`src/rtl/ipc_pkg.sv`:
```
package ipc_pkg;
  parameter int SRC_N    = 6;
  parameter int LVL_W    = 2;
  parameter int LVL_N    = 1 << LVL_W;
  parameter int IDX_W    = $clog2(SRC_N);
  parameter int VEC_W    = 8;
  parameter int VEC_BASE = 3;
  parameter int VEC_STEP = 8;

  typedef struct packed {
    logic             load;
    logic [IDX_W-1:0] winIdx;
    logic [LVL_W-1:0] winLvl;
    logic             take;
    logic [LVL_N-1:0] svcSet;
    logic [LVL_N-1:0] svcClr;
  } ipcStrobe_t;

  function automatic logic [VEC_W-1:0] vecOf(input logic [IDX_W-1:0] idx);
    return VEC_W'(VEC_BASE) + VEC_W'(idx) * VEC_W'(VEC_STEP);
  endfunction

  // true when no in-service level is at or above lvl
  function automatic logic clearAbove(input logic [LVL_N-1:0] mask,
                                      input logic [LVL_W-1:0] lvl);
    logic ok;
    ok = 1'b1;
    for (int l = 0; l < LVL_N; l++)
      if (l >= int'(lvl) && mask[l]) ok = 1'b0;
    return ok;
  endfunction
endpackage

```
`src/rtl/ipc_ctrl.sv`:
```
module ipc_ctrl
  import ipc_pkg::*;
(
  input  logic [SRC_N-1:0] srcFlags,
  input  logic [SRC_N:0]   enableReg,
  input  logic [SRC_N-1:0] prioUpper,
  input  logic [SRC_N-1:0] prioLower,
  input  logic             intAck,
  input  logic             intRet,
  input  logic             reqQ,
  input  logic [LVL_W-1:0] lvlQ,
  input  logic [LVL_N-1:0] svcQ,
  output ipcStrobe_t       strobe
);
  logic [LVL_W-1:0] srcLvl [SRC_N];
  logic [SRC_N-1:0] eligible;
  logic             found;
  logic [IDX_W-1:0] bestIdx;
  logic [LVL_W-1:0] bestLvl;
  logic [LVL_N-1:0] topBit;

  genvar g;
  generate
    for (g = 0; g < SRC_N; g++) begin : g_src
      assign srcLvl[g]   = {prioUpper[g], prioLower[g]};
      assign eligible[g] = srcFlags[g] & enableReg[g] & enableReg[SRC_N]
                           & clearAbove(svcQ, srcLvl[g]);
    end
  endgenerate

  // scan from the last index down; ">=" lets lower indices win ties
  always_comb begin
    found   = 1'b0;
    bestIdx = '0;
    bestLvl = '0;
    for (int i = SRC_N - 1; i >= 0; i--) begin
      if (eligible[i] && (!found || srcLvl[i] >= bestLvl)) begin
        found   = 1'b1;
        bestIdx = IDX_W'(i);
        bestLvl = srcLvl[i];
      end
    end
  end

  always_comb begin
    topBit = '0;
    for (int l = 0; l < LVL_N; l++)
      if (svcQ[l]) topBit = LVL_N'(1) << l;
  end

  always_comb begin
    strobe.load   = !reqQ && found;
    strobe.winIdx = bestIdx;
    strobe.winLvl = bestLvl;
    strobe.take   = reqQ && intAck;
    strobe.svcSet = (reqQ && intAck) ? (LVL_N'(1) << lvlQ) : '0;
    strobe.svcClr = intRet ? topBit : '0;
  end
endmodule

```
`src/rtl/ipc_dp.sv`:
```
module ipc_dp
  import ipc_pkg::*;
(
  input  logic             clk,
  input  logic             rstN,
  input  ipcStrobe_t       strobe,
  output logic             reqQ,
  output logic [VEC_W-1:0] vecQ,
  output logic [LVL_W-1:0] lvlQ,
  output logic [LVL_N-1:0] svcQ
);
  always_ff @(posedge clk) begin
    if (!rstN) begin
      reqQ <= 1'b0;
      vecQ <= '0;
      lvlQ <= '0;
      svcQ <= '0;
    end else begin
      svcQ <= (svcQ & ~strobe.svcClr) | strobe.svcSet;
      if (strobe.take) begin
        reqQ <= 1'b0;
      end else if (strobe.load) begin
        reqQ <= 1'b1;
        vecQ <= vecOf(strobe.winIdx);
        lvlQ <= strobe.winLvl;
      end
    end
  end
endmodule

```
`src/rtl/irq_prio_ctrl.sv`:
```
module irq_prio_ctrl
  import ipc_pkg::*;
(
  input  logic             clk,
  input  logic             rstN,
  input  logic             extReq0,
  input  logic             tmr0Req,
  input  logic             extReq1,
  input  logic             tmr1Req,
  input  logic             uartRxReq,
  input  logic             uartTxReq,
  input  logic             spiReq,
  input  logic             t2OvfReq,
  input  logic             t2ExtReq,
  input  logic [SRC_N:0]   enableReg,
  input  logic [SRC_N-1:0] prioUpper,
  input  logic [SRC_N-1:0] prioLower,
  input  logic             intAck,
  input  logic             intRet,
  output logic             irqReq,
  output logic [VEC_W-1:0] irqVector,
  output logic [LVL_W-1:0] irqLevel,
  output logic [LVL_N-1:0] inService
);
  logic [SRC_N-1:0] srcFlags;
  ipcStrobe_t       strobe;

  assign srcFlags = {t2OvfReq | t2ExtReq,
                     uartRxReq | uartTxReq | spiReq,
                     tmr1Req, extReq1, tmr0Req, extReq0};

  ipc_ctrl u_ctrl (
    .srcFlags (srcFlags),
    .enableReg(enableReg),
    .prioUpper(prioUpper),
    .prioLower(prioLower),
    .intAck   (intAck),
    .intRet   (intRet),
    .reqQ     (irqReq),
    .lvlQ     (irqLevel),
    .svcQ     (inService),
    .strobe   (strobe)
  );

  ipc_dp u_dp (
    .clk   (clk),
    .rstN  (rstN),
    .strobe(strobe),
    .reqQ  (irqReq),
    .vecQ  (irqVector),
    .lvlQ  (irqLevel),
    .svcQ  (inService)
  );
endmodule

```
`config.mk`:
```
export PLATFORM = sky130hd
export DESIGN_NAME = irq_prio_ctrl
export DESIGN_NICKNAME = d
export VERILOG_FILES = /design/src/rtl/ipc_pkg.sv /design/src/rtl/ipc_ctrl.sv /design/src/rtl/ipc_dp.sv /design/src/rtl/irq_prio_ctrl.sv
export SDC_FILE = /design/constraint.sdc
export NUM_CORES = 1
export LEC_CHECK = 0
export BUFFER_PORTS_ARGS = -buffer_cell sky130_fd_sc_hd__buf_2
export CORE_MARGIN = 10
export CORE_UTILIZATION = 49
export DETAILED_ROUTE_END_ITERATION = 7
export HOLD_SLACK_MARGIN = 0.06
export PLACE_DENSITY_LB_ADDON = 0.2
export REMOVE_ABC_BUFFERS = 1
export SYNTH_ARGS = -nofsm -noshare
export SYNTH_HDL_FRONTEND = slang
export SYNTH_SLANG_ARGS = --single-unit
```
`constraint.sdc`:
```
create_clock -name clk -period 8.6 [get_ports clk]
set_input_delay 1.72 -clock clk [delete_from_list [all_inputs] [get_ports clk]]
set_output_delay 1.72 -clock clk [all_outputs]
set_load 0.01 [all_outputs]
```
==> impl_metrics.tcl, run 1 <==
set metrics [dict create \
    status "finished clean" \
    row_count 17 \
    syn_inst 163 \
    leakagePower_nw 0.694 \
    clk_latency_ns 0.27 \
    synth-warning-count 0 \
    setup_tns_ns 0 \
    min_from "u_dp.vecQ[4]$_SDFFE_PN0P_" \
    cts_root_buf "clkbuf_4" \
    hold_violations 0 \
    initial_core_util 0.533 \
    drv_cap 0 \
    holdBufCountCts 0 \
    dieWidth_um 69.8 \
    synth.area.mux_share 0 \
    syn2layout_area_growth_pct 22.5 \
    finClkSkew_ns 0.000426 \
    cts.sinks 11 \
    p_total_mw 0.165 \
    cp_max_fo 6 \
    hold_class "flip-flop to flip-flop" \
    critical_path_class "primary input to flip-flop" \
    grt_antenna_before_repair 0 \
    relSlewSlack 0.617 \
    synth_compound_area_frac 0.351 \
    drtPass1Iterations 4 \
    die_h_um 69.8 \
    overflow 0 \
    fmax_mhz 122 \
    period_minus_slack_ns 8.22 \
    critPathCaptureType "flip-flop" \
    cts_tree "yes" \
    cts_buffers 3 \
    fin_hold_ws_ns 0.462 \
    synth-adder-area-share 0.103 \
    max_stage_delay_ns 0.50 \
    worstPathRequired_ns 8.80 \
    drt-vias-per-instance 5.88 \
    grt_pass1_vias 1400 \
    die_area_um2 4870 \
    drt_iter0_drc 100 \
    synth-xor-area-share 0 \
    grt_pass1_wl_um 6180 \
    num_antenna_cells 0 \
    fp.coreArea_um2 2280 \
    reg2reg_from "u_dp.svcQ[2]$_SDFF_PN0_" \
    report.final.slew_viol_count 0 \
    synth-simple-area-share 0.305 \
    cp.arrival_ns 8.42 \
    io_pins 47 \
    synth-main-ff-cell "dfxtp_1" \
    cp_common_cell "nand2b_1" \
    ys_seq_area_frac 0.181 \
    htreeDepth 1 \
    final_cells 237 \
    ys_ff_latch 11 \
    setup_viol_count_final 0 \
    synth-edff-count 0 \
    period_share 0.955 \
    vias 1394 \
    place_congestion 0.847 \
    ant_nets 0 \
    synth_top_family_by_area "compound AO/OA/AOI/OAI gates" \
    port_buffers 43 \
    layout-drive-gt1-share 0.273 \
    dp_hpwl_um 3110 \
    wl_per_cell_um 16.2 \
    syn_area_um2 1210 \
    drc_errors 0 \
    dpl.cell_count 233 \
    clk_pin_slew_ns 0.07 \
    ir_drop_mv 0.114 \
    cts_buffer_depth 2 \
    power_density_nw_per_um2 111 \
    wirelength_um 3830 \
    finalNetCount 252 \
    synthArstFlopShare 0 \
    grt_max_degree 13 \
    cp_slowest_cell "or4_1" \
    tightestPinTransition_ns 0.569 \
    critPathLaunchType "primary input" \
    worstSetupStartpoint "prioLower[5]" \
    synth_cell_types 44 \
    grt_usage 0.144 \
    synth.avg_cell_area_um2 7.45 \
]
## per-stage QoR
stage / setup slack [ns] / util / cell area [µm²]
after floorplan: 0.869 / - / 1190
after global placement: 0.419 / 0.638 / 1450
after detailed placement: 0.113 / 0.638 / 1450
after CTS: 0.351 / 0.649 / 1480
after global routing: -0.00460 / 0.653 / 1490
final: 0.385 / 0.653 / 1490
## cells by family (layout without fill, tap and decap cells)
family                     after synthesis  in the layout
AOI/OAI and AO/OA                       57             57
adders and majority gates               10             10
buffers and inverters                   14             58
DFF                                     11             11
other                                    1              3
and+or+nand+nor                         70             70
## cells in the final DEF (no fill, tap or decap), types with 2 or more instances in the layout
cell and count:
nor3_1 6, o32a_1 2, a22o_1 2, a21oi_1 12, o211ai_1 3, nor2_1 8
or2_2 2, o41ai_1 3, o21bai_1 3, nor3b_1 2, and2_1 2, o21ai_0 7
buf_2 43, o21a_1 4, clkbuf_4 3, dfxtp_1 11, nor2b_1 6, nand2_1 16
nand2b_1 11, a211oi_1 5, ha_1 10, nand4_1 2, and3_1 3, conb_1 3
nand3_1 6, nor2_2 2, buf_4 2, inv_1 9, a21o_1 3
## what timing repair did
item,in CTS,in global routing
buffers inserted,0,0
setup endpoints to repair,0,1
resized for setup,0,3
## power by group
| group | switching, mW | internal (mW) | total [mW] |
|---|---|---|---|
| clock network | 0.0176 | 0.0180 | 0.0356 |
| logic | 0.0389 | 0.0307 | 0.0696 |
| registers | 0.00505 | 0.0550 | 0.0600 |
## worst max-delay path: cells and delay by family
kind | cells | cell delay (ns)
buffers and inverters | 3 | 0.36
AO/OA/AOI/OAI | 16 | 2.79
adder cells (fa/ha/maj) | 5 | 1.26
AND/OR/NAND/NOR | 13 | 2.30
## path summary, 6_finish.rpt
check                                                 end  slack [ns]  depth (start not counted)
worst max-delay path            u_dp.vecQ[5]$_SDFFE_PN0P_        0.38                         37
worst min register to register  u_dp.vecQ[4]$_SDFFE_PN0P_        0.46                          2
worst min-delay path            u_dp.vecQ[4]$_SDFFE_PN0P_        0.46                          2
worst max register to register  u_dp.vecQ[5]$_SDFFE_PN0P_        1.34                         36
## flip-flops by register name (all words and copies together) (netlist names)
name / count
u_dp.lvlQ: 2
u_dp.reqQ: 1
u_dp.svcQ: 4
u_dp.vecQ: 4
## area by class of cell
type / count / area, µm²
well taps: 28 / 35.0
fillers: 212 / 790
inverters: 9 / 33.8
repair buffers: 45 / 230
flip-flops and latches: 11 / 220
multi-input cells: 140 / 941
clock buffers: 4 / 26.3
## synthesized netlist by cell type (2+ instances only)
library cell | number | area, µm²
inv_1 | 9 | 33.8
dfxtp_1 | 11 | 220
nand4_1 | 2 | 12.5
buf_4 | 4 | 30.0
o21ai_0 | 8 | 40.0
a211oi_1 | 5 | 37.5
a21o_1 | 3 | 22.5
o32a_1 | 2 | 20.0
or2_2 | 2 | 12.5
o21bai_1 | 3 | 22.5
o211ai_1 | 3 | 22.5
nor3b_1 | 2 | 15.0
and2_1 | 2 | 12.5
a22o_1 | 2 | 17.5
ha_1 | 10 | 125
o21a_1 | 4 | 30.0
nand2b_1 | 11 | 68.8
and3_1 | 3 | 18.8
nor3_1 | 6 | 30.0
o41ai_1 | 3 | 26.3
nor2_1 | 9 | 33.8
nor2b_1 | 6 | 37.5
a21oi_1 | 12 | 60.1
nand3_1 | 6 | 30.0
nand2_1 | 16 | 60.1
## per-layer routing
metal,share of wire,global-route usage,up-vias
met5,0,0,-
met4,0.025,0.0739,0
met3,0.070,0.0300,11
met2,0.48,0.236,62
met1,0.42,0.170,621
li1,-,-,700
(Power assumes the default switching activity.)
==> run 2: changes to the inputs <==
--- a/config.mk
+++ b/config.mk
@@ -10,7 +10,7 @@
 export CORE_UTILIZATION = 49
 export DETAILED_ROUTE_END_ITERATION = 7
 export HOLD_SLACK_MARGIN = 0.06
-export PLACE_DENSITY_LB_ADDON = 0.2
+export PLACE_DENSITY = 0.87
 export REMOVE_ABC_BUFFERS = 1
 export SYNTH_ARGS = -nofsm -noshare
 export SYNTH_HDL_FRONTEND = slang
==> constraint.sdc (replaced) <==
create_clock -name clk -period 8.6 [get_ports clk]
set_input_delay 1.72 -clock clk [delete_from_list [all_inputs] [get_ports clk]]
set_output_delay 1.72 -clock clk [all_outputs]
set_load 0.005 [all_outputs]
==> run 2 against run 1 <==
  * Combinational power shrank 6.0%
  * Largest power group unchanged
  * Via count shrank 2.4%
  * Global-route usage shrank 1.2 points
  * Routed wire length shrank 10%
  * Utilization shrank 0.22 points
  * First-iteration DRC count shrank 24%
  * Highest routed layer is now met3
  * Clock power shrank 4%
  * Count of clock-buffer cells in the layout shrank 1
==> impl_metrics.tcl, run 2 (synthesized netlist as in run 1, its figures left out) <==
set metrics [dict create \
    io_pins 47 \
    setup_viol_count_final 0 \
    setup_slack_ns 0.561 \
    grt_max_degree 13 \
    worstHoldPathCells 2 \
    drt-vias-per-instance 5.74 \
    fmax_mhz 124 \
    period_minus_slack_ns 8.04 \
    cts.repair.resized 0 \
    wl_per_cell_um 14.5 \
    max_stage_delay_ns 0.51 \
    tightestPinTransition_ns 0.648 \
    overflow 0 \
    fp.coreArea_um2 2280 \
    die_h_um 69.8 \
    critical_path_class "primary input to flip-flop" \
    cp_max_fo 6 \
    dp_hpwl_um 2900 \
    finClkSkew_ns 0.00623 \
    cts_root_buf "clkbuf_4" \
    final_cell_mix "buf_2 (43), nand2_1 (16), a21oi_1 (12)" \
    top_regs "u_dp.svcQ: 4 flops, u_dp.vecQ: 4 flops, u_dp.lvlQ: 2 flops" \
    grt_use_met1 0.177 \
    place_congestion 0.905 \
    final_common_cell "buf_2" \
    critPathTopFamily "compound AO/OA/AOI/OAI gates" \
    drtPass1Iterations 4 \
    cp_slowest_cell "or4_1" \
    rsz0062_at_grt "no" \
    reg2reg_from "u_dp.svcQ[2]$_SDFF_PN0_" \
    rrSetupSlack_ns 1.53 \
    dp_slack_ns 0.331 \
    hold_class "flip-flop to flip-flop" \
    cts_setup_buffers 0 \
    syn2layout_area_growth_pct 22.1 \
    vias 1361 \
    initial_core_util 0.533 \
    htreeDepth 1 \
    ant_nets 0 \
    leakagePower_nw 0.696 \
    grt_antenna_before_repair 0 \
    status "finished clean" \
    relSlewSlack 0.565 \
    grt_util_met2 0.207 \
    report.final.slew_viol_count 0 \
    worstPathRequired_ns 8.80 \
    cts.sinks 11 \
    clk_pin_slew_ns 0.07 \
    cp_num_buf_inv 3 \
    power_density_nw_per_um2 108 \
    hold_path_end "u_dp.vecQ[4]$_SDFFE_PN0P_" \
    period_share 0.935 \
    grt_pass1_wl_um 5890 \
    ir_drop_mv 0.0900 \
    critPathCaptureType "flip-flop" \
    finalNetCount 252 \
    port_buffers 43 \
    grtUsageMet3 0.0357 \
    cts_buffer_depth 2 \
    fill_cells 227 \
    setup_tns_ns 0 \
    row_count 17 \
    critPathLaunchType "primary input" \
    grt-busiest-layer "met2" \
    clk_latency_ns 0.26 \
    grt_usage 0.132 \
    cts_buffers 3 \
    rr_endpoint "u_dp.vecQ[5]$_SDFFE_PN0P_" \
    min_from "u_dp.vecQ[4]$_SDFFE_PN0P_" \
    dieWidth_um 69.8 \
    layout-drive-gt1-share 0.273 \
    r2r_cells 35 \
    cp.arrival_ns 8.24 \
    grt_pass1_vias 1374 \
    drt_iter0_drc 76 \
    wirelength_um 3430 \
    drc_errors 0 \
    num_antenna_cells 0 \
    drv_cap 0 \
    cts_tree "yes" \
    hold_violations 0 \
    cp_common_cell "nand2b_1" \
    die_area_um2 4870 \
    holdBufCountCts 0 \
]
[run 2: changes by cell type in the layout (fill, tap and decap cells not counted), sizes merged]
cell,delta
clkbuf,-1
clkinv,+1
[run 2: cell type report]
class                           instances  area (µm²)  share of cell area
Clock buffer                            3        22.5              0.0152
Timing Repair Buffer                   45         230               0.155
Tap cell                               28        35.0              0.0236
Multi-Input combinational cell        140         935               0.631
Sequential cell                        11         220               0.149
Inverter                                9        33.8              0.0228
Clock inverter                          1        5.00             0.00338
[run 2: worst min-delay path, stage by stage, from the launching register on]
cell and delay, ns:
dfxtp_1 0.31, nand2_1 0.05, a21oi_1 0.05
[run 2: routing by layer]
metal / up-vias / part of all wire / wire length [µm]
met1: 603 / 0.45 / 1560
met3: 0 / 0.11 / 362
met4: 0 / 0 / 0
met5: - / 0 / 0
met2: 64 / 0.44 / 1510
li1: 694 / - / -
[run 2: how the worst max path moves through the flow]
stage | start | end | cells after the start | slack (ns)
2_1_floorplan | prioLower[5] | u_dp.vecQ[5]$_SDFFE_PN0P_ | 34 | 0.87
3_3_place_gp | enableReg[6] | u_dp.vecQ[5]$_SDFFE_PN0P_ | 36 | 0.40
3_5_place_dp | enableReg[6] | u_dp.vecQ[5]$_SDFFE_PN0P_ | 36 | 0.33
4_1_cts | enableReg[6] | u_dp.vecQ[5]$_SDFFE_PN0P_ | 36 | 0.57
5_1_grt | enableReg[6] | u_dp.vecQ[5]$_SDFFE_PN0P_ | 37 | 0.08
6_report | prioLower[5] | u_dp.vecQ[5]$_SDFFE_PN0P_ | 36 | 0.56
[run 2: metrics by stage]
stage	cell area [µm²]	total power, mW	util	std cells	hold slack (ns)
after floorplan	1190	0.101	-	160	0.448
after global placement	1450	0.124	0.638	233	0.446
after detailed placement	1450	0.125	0.638	233	0.451
after CTS	1480	0.160	0.650	237	0.462
after global routing	1480	0.173	0.651	237	0.483
final	1480	0.159	0.651	237	0.460
[run 2: where the power goes]
part | internal [mW] | total [mW] | switching, mW | leakage (nW)
Combinational | 0.0309 | 0.0654 | 0.0346 | 0.589
Clock | 0.0172 | 0.0341 | 0.0169 | 0.0177
Sequential | 0.0550 | 0.0599 | 0.00493 | 0.0899
